<file path="src/rtl/timer_pkg.sv">
package timer_pkg;

    typedef enum logic [1:0] {
        WORD_STATUS = 2'd0,
        WORD_CTRL   = 2'd1,
        WORD_PER_LO = 2'd2,
        WORD_PER_HI = 2'd3
    } word_addr_e;

    localparam int CTL_IRQ_EN = 0;
    localparam int CTL_CONT   = 1;
    localparam int CTL_START  = 2;
    localparam int CTL_STOP   = 3;

    localparam int STS_FLAG   = 0;
    localparam int STS_RUN    = 1;

    typedef struct packed {
        logic cont;
        logic irq_en;
    } ctrl_t;

endpackage

</file>
<file path="src/rtl/timer_regfile.sv">
module timer_regfile
    import timer_pkg::*;
#(
    parameter int unsigned REG_W           = 16,
    parameter int unsigned DEFAULT_PERIOD  = 49999,
    parameter bit          PERIOD_WRITABLE = 1'b1,
    localparam int unsigned CNT_W          = 2 * REG_W
) (
    input  logic             clk,
    input  logic             rst_n,
    input  logic             wr_en,
    input  word_addr_e       addr,
    input  logic [REG_W-1:0] wdata,
    output ctrl_t            ctrl_q,
    output logic [CNT_W-1:0] period_q,
    output logic [CNT_W-1:0] period_next,
    output logic             cmd_start,
    output logic             cmd_stop,
    output logic             period_wr,
    output logic             status_wr
);

    localparam logic [CNT_W-1:0] DEF_CNT = CNT_W'(DEFAULT_PERIOD);

    typedef struct packed {
        ctrl_t            ctrl;
        logic [CNT_W-1:0] period;
    } rf_t;

    rf_t  rf_d, rf_q;
    logic ctrl_wr;

    assign status_wr = wr_en && (addr == WORD_STATUS);
    assign ctrl_wr   = wr_en && (addr == WORD_CTRL);
    assign period_wr = wr_en && ((addr == WORD_PER_LO) || (addr == WORD_PER_HI));
    assign cmd_start = ctrl_wr && wdata[CTL_START];
    assign cmd_stop  = ctrl_wr && wdata[CTL_STOP];

    generate
        if (PERIOD_WRITABLE) begin : g_writable
            always_comb begin
                period_next = rf_q.period;
                if (wr_en && addr == WORD_PER_LO) begin
                    period_next[REG_W-1:0] = wdata;
                end
                if (wr_en && addr == WORD_PER_HI) begin
                    period_next[CNT_W-1:REG_W] = wdata;
                end
            end
        end else begin : g_fixed
            assign period_next = DEF_CNT;
        end
    endgenerate

    always_comb begin
        rf_d        = rf_q;
        rf_d.period = period_next;
        if (ctrl_wr) begin
            rf_d.ctrl.irq_en = wdata[CTL_IRQ_EN];
            rf_d.ctrl.cont   = wdata[CTL_CONT];
        end
    end

    always_ff @(posedge clk or negedge rst_n) begin
        if (!rst_n) begin
            rf_q.ctrl   <= '0;
            rf_q.period <= DEF_CNT;
        end else begin
            rf_q <= rf_d;
        end
    end

    assign ctrl_q   = rf_q.ctrl;
    assign period_q = rf_q.period;

    assert_ctrl_hold_R12: assert property (@(posedge clk) disable iff (!rst_n)
        !ctrl_wr |=> $stable(ctrl_q));

endmodule

</file>
<file path="src/rtl/timer_core.sv">
module timer_core #(
    parameter int unsigned CNT_W          = 32,
    parameter int unsigned DEFAULT_PERIOD = 49999,
    parameter bit          HAS_RUN_CTRL   = 1'b1
) (
    input  logic             clk,
    input  logic             rst_n,
    input  logic             cmd_start,
    input  logic             cmd_stop,
    input  logic             cont,
    input  logic             period_wr,
    input  logic             status_wr,
    input  logic [CNT_W-1:0] reload_val,
    output logic             running,
    output logic             timeout
);

    localparam logic [CNT_W-1:0] DEF_CNT = CNT_W'(DEFAULT_PERIOD);

    typedef struct packed {
        logic [CNT_W-1:0] count;
        logic             running;
        logic             flag;
    } core_t;

    core_t s_d, s_q;
    logic  hit_zero;

    assign hit_zero = s_q.running && (s_q.count == '0) && !period_wr;

    always_comb begin
        s_d = s_q;
        if (status_wr) begin
            s_d.flag = 1'b0;
        end
        if (period_wr) begin
            s_d.count = reload_val;
            if (HAS_RUN_CTRL) begin
                s_d.running = 1'b0;
            end
        end else if (s_q.running) begin
            if (hit_zero) begin
                s_d.count = reload_val;
                s_d.flag  = 1'b1;
                if (HAS_RUN_CTRL && !cont) begin
                    s_d.running = 1'b0;
                end
            end else begin
                s_d.count = s_q.count - 1'b1;
            end
        end
        if (HAS_RUN_CTRL) begin
            if (cmd_stop) begin
                s_d.running = 1'b0;
            end else if (cmd_start) begin
                s_d.running = 1'b1;
            end
        end
    end

    always_ff @(posedge clk or negedge rst_n) begin
        if (!rst_n) begin
            s_q.count   <= DEF_CNT;
            s_q.running <= !HAS_RUN_CTRL;
            s_q.flag    <= 1'b0;
        end else begin
            s_q <= s_d;
        end
    end

    assign running = s_q.running;
    assign timeout = s_q.flag;

    assert_period_wr_reload_R3: assert property (@(posedge clk) disable iff (!rst_n)
        period_wr |=> s_q.count == $past(reload_val));

    assert_period_wr_halts_R3: assert property (@(posedge clk) disable iff (!rst_n)
        (HAS_RUN_CTRL && period_wr) |=> !s_q.running);

    assert_countdown_R6: assert property (@(posedge clk) disable iff (!rst_n)
        (s_q.running && s_q.count != '0 && !period_wr) |=> s_q.count == $past(s_q.count) - 1'b1);

    assert_flag_on_zero_R6: assert property (@(posedge clk) disable iff (!rst_n)
        hit_zero |=> s_q.flag);

    assert_status_clear_R8: assert property (@(posedge clk) disable iff (!rst_n)
        (status_wr && !hit_zero) |=> !s_q.flag);

    assert_stop_wins_R11: assert property (@(posedge clk) disable iff (!rst_n)
        (HAS_RUN_CTRL && cmd_stop) |=> !s_q.running);

endmodule

</file>
<file path="src/rtl/interval_timer.sv">
module interval_timer
    import timer_pkg::*;
#(
    parameter int unsigned REG_W           = 16,
    parameter int unsigned DEFAULT_PERIOD  = 49999,
    parameter bit          PERIOD_WRITABLE = 1'b1,
    parameter bit          HAS_RUN_CTRL    = 1'b1
) (
    input  logic             clk,
    input  logic             rst_n,
    input  logic [1:0]       bus_addr,
    input  logic             bus_wr,
    input  logic             bus_rd,
    input  logic [REG_W-1:0] bus_wdata,
    output logic [REG_W-1:0] bus_rdata,
    output logic             irq
);

    localparam int unsigned CNT_W = 2 * REG_W;

    word_addr_e       addr;
    ctrl_t            ctrl_q;
    logic [CNT_W-1:0] period_q;
    logic [CNT_W-1:0] period_next;
    logic             cmd_start, cmd_stop, period_wr, status_wr;
    logic             running, timeout;
    logic [REG_W-1:0] rd_mux;

    assign addr = word_addr_e'(bus_addr);

    timer_regfile #(
        .REG_W          (REG_W),
        .DEFAULT_PERIOD (DEFAULT_PERIOD),
        .PERIOD_WRITABLE(PERIOD_WRITABLE)
    ) i_regfile (
        .clk        (clk),
        .rst_n      (rst_n),
        .wr_en      (bus_wr),
        .addr       (addr),
        .wdata      (bus_wdata),
        .ctrl_q     (ctrl_q),
        .period_q   (period_q),
        .period_next(period_next),
        .cmd_start  (cmd_start),
        .cmd_stop   (cmd_stop),
        .period_wr  (period_wr),
        .status_wr  (status_wr)
    );

    timer_core #(
        .CNT_W         (CNT_W),
        .DEFAULT_PERIOD(DEFAULT_PERIOD),
        .HAS_RUN_CTRL  (HAS_RUN_CTRL)
    ) i_core (
        .clk       (clk),
        .rst_n     (rst_n),
        .cmd_start (cmd_start),
        .cmd_stop  (cmd_stop),
        .cont      (ctrl_q.cont),
        .period_wr (period_wr),
        .status_wr (status_wr),
        .reload_val(period_next),
        .running   (running),
        .timeout   (timeout)
    );

    always_comb begin
        rd_mux = '0;
        unique case (addr)
            WORD_STATUS: begin
                rd_mux[STS_FLAG] = timeout;
                rd_mux[STS_RUN]  = running;
            end
            WORD_CTRL: begin
                rd_mux[CTL_IRQ_EN] = ctrl_q.irq_en;
                rd_mux[CTL_CONT]   = ctrl_q.cont;
            end
            WORD_PER_LO: rd_mux = period_q[REG_W-1:0];
            WORD_PER_HI: rd_mux = period_q[CNT_W-1:REG_W];
            default:     rd_mux = '0;
        endcase
    end

    assign bus_rdata = bus_rd ? rd_mux : '0;
    assign irq       = timeout && ctrl_q.irq_en;

    assert_idle_read_zero_R12: assert property (@(posedge clk) disable iff (!rst_n)
        !bus_rd |-> bus_rdata == '0);

    assert_irq_needs_flag_R9: assert property (@(posedge clk) disable iff (!rst_n)
        $rose(irq) |-> (timeout && ($rose(timeout) || $rose(ctrl_q.irq_en))));

endmodule

</file>
<file path="config.mk">
export PLATFORM = sky130hd
export DESIGN_NAME = interval_timer
export DESIGN_NICKNAME = d
export VERILOG_FILES = /design/src/rtl/timer_pkg.sv /design/src/rtl/timer_regfile.sv /design/src/rtl/timer_core.sv /design/src/rtl/interval_timer.sv
export SDC_FILE = /design/constraint.sdc
export NUM_CORES = 1
export LEC_CHECK = 0
export ABC_AREA = 1
export ABC_CLOCK_PERIOD_IN_PS = 2009
export BUFFER_PORTS_ARGS = -buffer_cell sky130_fd_sc_hd__buf_2
export CORE_ASPECT_RATIO = 1.1
export CORE_MARGIN = 2
export CORE_UTILIZATION = 60
export CTS_CLUSTER_DIAMETER = 50
export DETAILED_ROUTE_END_ITERATION = 6
export PLACE_DENSITY = 0.8
export SYNTH_ARGS = -nofsm -noshare
export SYNTH_HDL_FRONTEND = slang
export SYNTH_SLANG_ARGS = --single-unit
</file>
<file path="constraint.sdc">
create_clock -name clk -period 2.01 [get_ports clk]
set_input_delay 0.3015 -clock clk [delete_from_list [all_inputs] [get_ports clk]]
set_output_delay 0.3015 -clock clk [all_outputs]
set_load 0.005 [all_outputs]
</file>
[After elaboration in Yosys (flattened, before gate mapping)]
Index checks and enable logic that the tools add are counted.
W data, S select, Z words.
Operators by class
  eq/ne operators: 3
  reduce and logical (&&, ||, !) cells: 15
  add/sub/neg operators: 1
  multiplexer cells: 14
Operator list (number)
  $mux W16: 3
  $mux W34: 1
  $mux W33: 1
  $logic_not A32 Y1: 1
  $mux W32: 1
  $sub A32 B1 Y32 const B: 1
  $pmux W14 S2: 1
  $logic_and A1 B1 Y1: 10
  $pmux W2 S4: 1
  $mux W1: 5
  $eq A2 B2 Y1 const B: 2
  $eq A2 B1 Y1 const B: 1
  $logic_not A2 Y1: 1
  $mux W2: 1
  $reduce_bool A2 Y1: 1
  $logic_not A1 Y1: 1
  $logic_or A1 B1 Y1: 1
Word-level totals
  logic and storage cells: 39
  output and inout bits: 17
  register bits after elaboration: 68
  input bits: 22

[Logic depth before layout (Yosys ltp)]
Gate-level depths: netlist of the first run.
  depth after elaboration: 10
  gate-level depth with buffers: 12
  depth with buffers taken out: 11

[Cells and area by module]
Synthesis of the first run repeated with hierarchy kept, for this count alone.
Second synthesis, totals
  cell total of the unflattened synthesis: 676
  area, all modules: 4665.7 µm²
Modules (own cells, without submodules)
  timer_core: times used 1, area an instance 2812.7 µm², seq. area each 862.1 µm², cells an instance 442
  timer_regfile: times used 1, area an instance 1458.9 µm², seq. area each 862.1 µm², cells an instance 162
  interval_timer: times used 1, area an instance 394.1 µm², seq. area each 0.0 µm², cells an instance 72

[Worst setup path after synthesis of the first run]
Ideal clock, no wire load.
  kind: register to register
  from: register i_core.s_q[2] (netlist bit)
  to: register i_core.s_q[22] (netlist bit)
  slack: 262 ps
  library setup time: 124 ps
  buffers on the path: 1
  stages on the path, launching flop included: 11
  required time: 1886 ps
  data arrival time: 1624 ps
  clock period less this slack: 1748 ps
  path through: dfstp_2 -> inv_1 -> ha_1 -> nand2_2 -> nor2_4 -> nand2_2 -> nor2_8 -> nand3_2 -> buf_2 -> o211ai_1 -> nand2_1
Between the ends
  word-level cells in the longest chain between the ends: 6
  elaborated cells on any way between the ends: 7
  those cells by class: 1 x add/sub; 3 x mux; 3 x reduce/logical
Ends and longest elaborated chain
  start, declared: line timer_core.sv:26  | core_t s_d, s_q;
  branches (longest 3 deep; another with $sub A32 B1 Y32)
  $mux W32 (*): line timer_core.sv:42  | if (hit_zero) begin
  $mux W34 (*): line timer_core.sv:41  | end else if (s_q.running) begin
  $mux W33 (*): line timer_core.sv:36  | if (period_wr) begin
Mark *: on every way between the ends. The select of a mux whose other input is x is not followed.
A chain may end at the register's enable or synchronous reset.

[Worst setup path in the final report of the first run]
  from: register i_core.s_q[2] (netlist bit)
  to: register i_core.s_q[9] (netlist bit)
Same word-level chain as after synthesis.

==> results of run 1 <==
[metrics by stage]
step | hold WS, ns | util | cells
after floorplan | 0.00591 | - | 645
after global placement | 0.345 | 0.682 | 770
after detailed placement | 0.351 | 0.682 | 770
after CTS | 0.222 | 0.709 | 787
after global routing | 0.232 | 0.713 | 789
final | 0.234 | 0.713 | 789
[cells in the mapped netlist, drive strengths merged]
cell	number
dfstp	18
o211ai	1
o22ai	8
or2	2
dfrtp	50
nand3b	2
a221oi	2
ha	1
nand3	62
mux2	2
xnor2	8
mux2i	2
clkinv	3
inv	87
clkbuf	13
buf	9
nor2	75
xor2	6
nand2	194
o21bai	3
a22oi	3
o21ai	42
a21oi	23
nand4	27
nor3	2
[timing repair]
action                                  in CTS  in global routing
pin swaps                                    0                  1
gates resized for setup                      1                  2
endpoints found under the setup margin       3                 27
hold endpoints to repair                    50                  0
hold buffers                                 1                  0
setup buffers                                0                  2
[layer usage]
metal	vias up	wire (um)	global-route usage
li1	2179	-	-
met1	2135	5720	0.489
met2	239	5830	0.534
met3	37	1200	0.0712
met4	0	335	0.144
met5	-	0	0
[state kept, by name, summed over array words and instances (netlist names)]
name / cells
i_core.timeout: 1
i_regfile.period_q: 32
i_core.running: 1
i_core.s_q: 32
i_regfile.ctrl_q: 2
[area by class of cell]
type                       instances  area, um2
sequential                        68       1720
clock inverter                     2       10.0
inverter                          90        338
fill                             610       2020
tap                               85        106
clock buffer                      14        163
multi-input combinational        465       2250
timing repair buffer              65        433
[cells by family (layout without fill, tap and decap cells)]
| group | count (synthesis) | after routing | share of synthesized area |
|---|---|---|---|
| adders and majority gates | 1 | 1 | 0.00285 |
| DFF | 68 | 68 | 0.392 |
| buffers and inverters | 112 | 171 | 0.100 |
| xor gates and xnor gates | 14 | 14 | 0.0279 |
| muxes | 4 | 4 | 0.00968 |
| AOI/OAI and AO/OA | 82 | 82 | 0.101 |
| and+or+nand+nor | 364 | 364 | 0.366 |
[worst max-delay path, cell delays in order, from the launching register on]
cell     delay (ns)
dfstp_2        0.37
inv_1          0.10
ha_1           0.20
nand2_2        0.10
nor2_4         0.15
nand2_1        0.14
nor2_4         0.17
buf_12         0.18
nand4_1        0.12
nand3_1        0.12
nand3_1        0.06
[power by group]
group / total [mW] / internal [mW] / switching (mW)
Clock: 1.02 / 0.513 / 0.511
Combinational: 1.58 / 0.557 / 1.02
Sequential: 2.01 / 1.72 / 0.289
[worst paths after layout]
check | from | end | slack (ns) | cells past startpoint
max | i_core.s_q[2] | i_core.s_q[9] | 0.18 | 10
min | bus_wdata[13] | i_regfile.period_q[29] | 0.23 | 3
max reg2reg | i_core.s_q[2] | i_core.s_q[9] | 0.18 | 10
min reg2reg | i_regfile.ctrl_q[1] | i_regfile.ctrl_q[1] | 0.49 | 2
max in group asynchronous | rst_n | i_regfile.period_q[15] | 1.15 | 3
min in group asynchronous | rst_n | i_regfile.ctrl_q[1] | 0.48 | 3
==> key figures, run 1 <==
Run status
  – Status: finished, final reports clean

Place
  – Area post-placement: about 4800 um2
  – DP Worst Slack: -0.00496 ns
  – RePlAce Congestion: 0.971
  – Port-buffer cells: 38
  – Hpwl dp: 9560 um

Synthesis
  – Synth area leaders: dfrtp_1 28%, nand2_1 16%, dfstp_2 11%, inv_1 7.3%, nand3_1 6.8%
  – Synthesized cell area: about 4400 um2
  – Synth top area share: 0.285
  – Yosys warning total: 0
  – Register area share after synthesis: 0.392
  – Post-Syn Area per Cell: a little under 7 um2
  – Post-Synthesis Cells: about 650
  – Netlist cell types: 37
  – Syn_nets: roughly 670
  – Synthesis-stage register bit count: a little under 70
  – Dominant cell type by area after synthesis: dfrtp_1

Global routing
  – Largest net degree at the start of global routing: between 60 and 70
  – Gr ovfl total: 0
  – Antenna violations before repair: 0
  – First-pass GRT wire length: 21,400 um
  – Vias in the first global route: 4,343
  – Total track usage: 0.351

Floorplanning
  – Chip height: around 94 um
  – Initial Util: 0.623
  – FP Rows: 32
  – Core Box Area: 7050 um2
  – Die width: about 86 um
  – I/O pin count: 39
  – Die ar.: roughly 8000 um2

Critical path
  – CP Data Arrival Time: between 2 and 2.5 ns
  – CP Launch Type: flop
  – CP Max Fanout: 19
  – Setup Crit Path Kind: flop to flop
  – WP data required: roughly 2.3 ns
  – Worst setup EP type: flop

STA
  – Worst-margin pin slew: 0.526 ns
  – Final setup TNS: 0 ns
  – Final setup viols: 0
  – Hold Fails Final Rpt: 0
  – RSZ-0062 raised after global routing: yes
  – Fin. max-slew vios: 0
  – Fmax: 0.545 GHz
  – Setup Skew: ~0.012 ns
  – Post-route setup slack: between 0.15 and 0.2 ns
  – Tmin final: 1.83 ns
  – Slew HR: 0.649
  – Final worst-path cycle share: 0.913

Power
  – Power Dens Cells: slightly above 900 nW/um2
  – Pwr Total: ~4.6 mW
  – Lkg Pwr: ~2.5 nW
  – Peak VDD IR: between 0.6 and 0.7 mV

Final layout
  – Diode count: 0
  – Most frequent cells in the layout: 190 x nand2_1, 85 x inv_1, 69 x nor2_1, 60 x nand3_1, 50 x dfrtp_1
  – Layout cells sized above 1: 0.163
  – Synth-to-layout area growth: 14.4%
  – Most common cell after layout, fill and taps aside: nand2_1
  – Net count reported at finish: about 720
  – Finished layout cell area: about 5000 um2

Clock tree
  – Reg clk slew, reported paths: about 0.08 ns
  – CTS Buffer Depth: 2
  – TritonCTS clock tree: built
  – Clk sinks: 68
  – Worst-skew pair later-pin latency: ~0.36 ns
  – Htree depth: 3
  – Root Buffer: clkbuf_8
  – Num CTS Buffers: 9

Detailed routing
  – 1st-pass router iterations: 5
  – DR WL/cell: 16.6 um
  – DRT iter0 DRCs: between 300 and 400
  – DR vias: roughly 4,600
  – DRT Wirelength: about 13,000 um
  – Vias per cell: roughly 5.8
  – Antenna viol nets, final: 0
  – DRC: 0

Flow run
  – # Max-Cap Violations: 0

Min path
  – HP Class: primary input to flop
No activity file was read; power rests on OpenSTA's default activity.
==> run 2: changes to the inputs <==
--- a/config.mk
+++ b/config.mk
@@ -16,4 +16,5 @@
 export PLACE_DENSITY = 0.8
 export SYNTH_ARGS = -nofsm -noshare
 export SYNTH_HDL_FRONTEND = slang
+export SYNTH_HIERARCHICAL = 1
 export SYNTH_SLANG_ARGS = --single-unit
==> key figures, run 2 <==
Run status
  – Status: finished, final reports clean

Synthesis
  – Post-synthesis xor/xnor area fraction: 0.0188
  – Post-Synthesis Cells: around 680
  – Synth Area in Compound Gates: 0.0906
  – Synth area leaders: dfrtp_1 27%, nand2_1 19%, dfstp_2 10%, nand3_1 5.9%, nand4_1 5.5%
  – Commonest cells post-synth: 230 x nand2_1, 66 x nor2_1, 55 x nand3_1, 54 x inv_1, 50 x dfrtp_1
  – Number of synthesized flops with an enable pin: 0
  – Main combinational cell family by area after synthesis: simple AND/OR/NAND/NOR gates
  – Synth Area in Simple Gates: 0.428
  – Most numerous cell in the Yosys netlist: nand2_1
  – Synth top area share: 0.268
  – Synthesized cell area: about 4700 um2
  – Synth Area in Adders: 0.00268
  – Syn_nets: around 700
  – Synthesis-stage register bit count: between 60 and 70
  – Fraction of registers with async set/reset: 1.00
  – Mux contribution to synthesized area: 0
  – Yosys warning total: 6
  – Register area share after synthesis: 0.370
  – Post-Syn Area per Cell: 6.90 um2
  – Synth Flop Type: dfrtp_1
  – Netlist cell types: 28
  – Dominant cell type by area after synthesis: dfrtp_1

Critical path
  – Setup Crit Path Kind: flop to flop
  – Critical path destination: i_core/s_q[17]
  – CP Data Arrival Time: 2.14 ns
  – Crit path launch: i_core/s_q[6]
  – Worst setup EP type: flop
  – WP data required: about 2.3 ns
  – R2R cell count: 11
  – Reg2Reg Capture Point: i_core/s_q[17]
  – CP Launch Type: flop
  – CP Max Fanout: 6
  – Reg2reg start: i_core/s_q[6]
  – R2R Setup Slk: 0.16 ns

Power
  – Peak VDD IR: between 0.4 and 0.5 mV
  – Power Dens Cells: just over 1000 nW/um2
  – Lkg Pwr: ~2.6 nW

STA
  – RSZ-0062 raised after global routing: no
  – Slew HR: 0.725
  – Setup Skew: roughly 0.015 ns
  – Final worst-path cycle share: 0.923
  – Tmin final: 1.85 ns
  – Final setup viols: 0
  – Fmax: about 0.54 GHz
  – Worst-margin pin slew: approximately 0.41 ns
  – Fin. max-slew vios: 0
  – Hold Fails Final Rpt: 0
  – Final setup TNS: 0 ns

Final layout
  – Layout cells sized above 1: 0.184
  – Net count reported at finish: 735
  – Diode count: 0
  – Fill count: roughly 670
  – Most frequent cells in the layout: 230 x nand2_1, 64 x nor2_1, 55 x nand3_1, 54 x inv_1, 50 x dfrtp_1
  – Synth-to-layout area growth: 12.1%
  – Most common cell after layout, fill and taps aside: nand2_1
  – Final core utilization: 0.696

Global routing
  – Gr ovfl total: 0
  – Antenna violations before repair: 0
  – Total track usage: 0.325
  – Vias in the first global route: 4,340
  – First-pass GRT wire length: about 21,000 um
  – Largest net degree at the start of global routing: 69

Floorplanning
  – Die width: a little under 90 um
  – FP Rows: 33
  – Initial Util: 0.621
  – Chip height: just under 100 um
  – I/O pin count: 39
  – Core Box Area: around 7500 um2
  – Die ar.: about 8500 um2

Clock tree
  – Clk sinks: just under 70
  – Reg clk slew, reported paths: 0.08 ns
  – Root Buffer: clkbuf_8
  – Worst-skew pair later-pin latency: roughly 0.35 ns
  – TritonCTS clock tree: built
  – Htree depth: 3
  – CTS Buffer Depth: 2
  – Num CTS Buffers: 9
  – Setup Buffers After CTS: 0

Detailed routing
  – DRT iter0 DRCs: around 530
  – DRC: 0
  – Vias per cell: 5.87
  – 1st-pass router iterations: 6
  – DR vias: approximately 4,800
  – Antenna viol nets, final: 0
  – DR WL/cell: 16.2 um
  – DRT Wirelength: about 13,000 um

Min path
  – HP Class: primary input to flop

Place
  – Port-buffer cells: 38
  – RePlAce Congestion: between 1 and 1.5
  – Hpwl dp: a little over 9000 um

Flow run
  – # Max-Cap Violations: 0
run 2: cell count changes after synthesis, sizes merged, moves of 8 or more:
cell and change:
o21ai -25, nand2 +48, o22ai -8, buf +19, nand3b +23, a22oi +23, nand4 +14, inv -31
run 2: worst min-delay path by stage:
| stage | end | slack (ns) | cells past startpoint | start |
|---|---|---|---|---|
| 3_3_place_gp | i_core/s_q[21] | 0.35 | 2 | rst_n |
| 2_1_floorplan | i_core/running | 0.006 | 0 | rst_n |
| 6_report | i_regfile/ctrl_q[1] | 0.24 | 3 | bus_wdata[1] |
| 5_1_grt | i_regfile/ctrl_q[1] | 0.26 | 3 | bus_wdata[1] |
| 4_1_cts | i_regfile/ctrl_q[1] | 0.23 | 3 | bus_wdata[1] |
| 3_5_place_dp | i_core/s_q[21] | 0.36 | 2 | rst_n |
run 2: where the power goes:
part | internal, mW | switching (mW) | leakage, nW
combinational | 0.662 | 1.25 | 1.64
clock | 0.705 | 0.579 | 0.106
sequential | 1.73 | 0.345 | 0.825
run 2: critical path, stage by stage (launching register included):
cell and delay [ns]:
dfrtp_1 0.42, nor2_1 0.26, nand2_1 0.14, nor2_2 0.24, buf_4 0.21, buf_4 0.14, nand3b_1 0.07, nand2_1 0.10
inv_1 0.04, nand2_1 0.06, nand3_1 0.07, nand2_1 0.07
run 2: through the flow:
stage          setup WS (ns)  power (mW)  instances  instance area (um2)  hold WS, ns
2_1_floorplan          0.125        3.36        676                 4670      0.00591
3_3_place_gp           0.199        3.89        805                 5000        0.349
3_5_place_dp           0.177        3.94        805                 5000        0.357
4_1_cts                0.188        5.24        822                 5230        0.231
5_1_grt               0.0157        5.62        822                 5230        0.260
6_report               0.156        5.28        822                 5230        0.241
run 2: layer usage:
metal	track usage	wire length (um)	vias up	part of all wire
li1	-	-	2290	-
met2	0.520	6230	202	0.47
met1	0.454	5920	2310	0.45
met3	0.0450	882	25	0.066
met4	0.117	261	0	0.020
met5	0	0	-	0
run 2: kinds of logic after synthesis:
kind of cell / Yosys count
compound gates: 64
xor+xnor: 10
fa+ha+maj: 1
buf+inv: 93
flops: 68
simple gates: 440
run 2: repair_timing:
| action | CTS | global route |
|---|---|---|
| hold buffers | 1 | 0 |
| endpoints found under the hold margin | 50 | 0 |
| endpoints found under the setup margin | 0 | 2 |
| resized for setup | 0 | 1 |
run 2: area by class of cell:
| cell class | count | area, um2 | share of cell area |
|---|---|---|---|
| clock buffer | 9 | 124 | 0.0237 |
| inverter | 57 | 215 | 0.0411 |
| sequential | 68 | 1720 | 0.330 |
| multi-input combinational | 515 | 2520 | 0.482 |
| tap | 105 | 131 | 0.0251 |
| clock inverter | 7 | 97.6 | 0.0187 |
| timing repair buffer | 61 | 415 | 0.0794 |
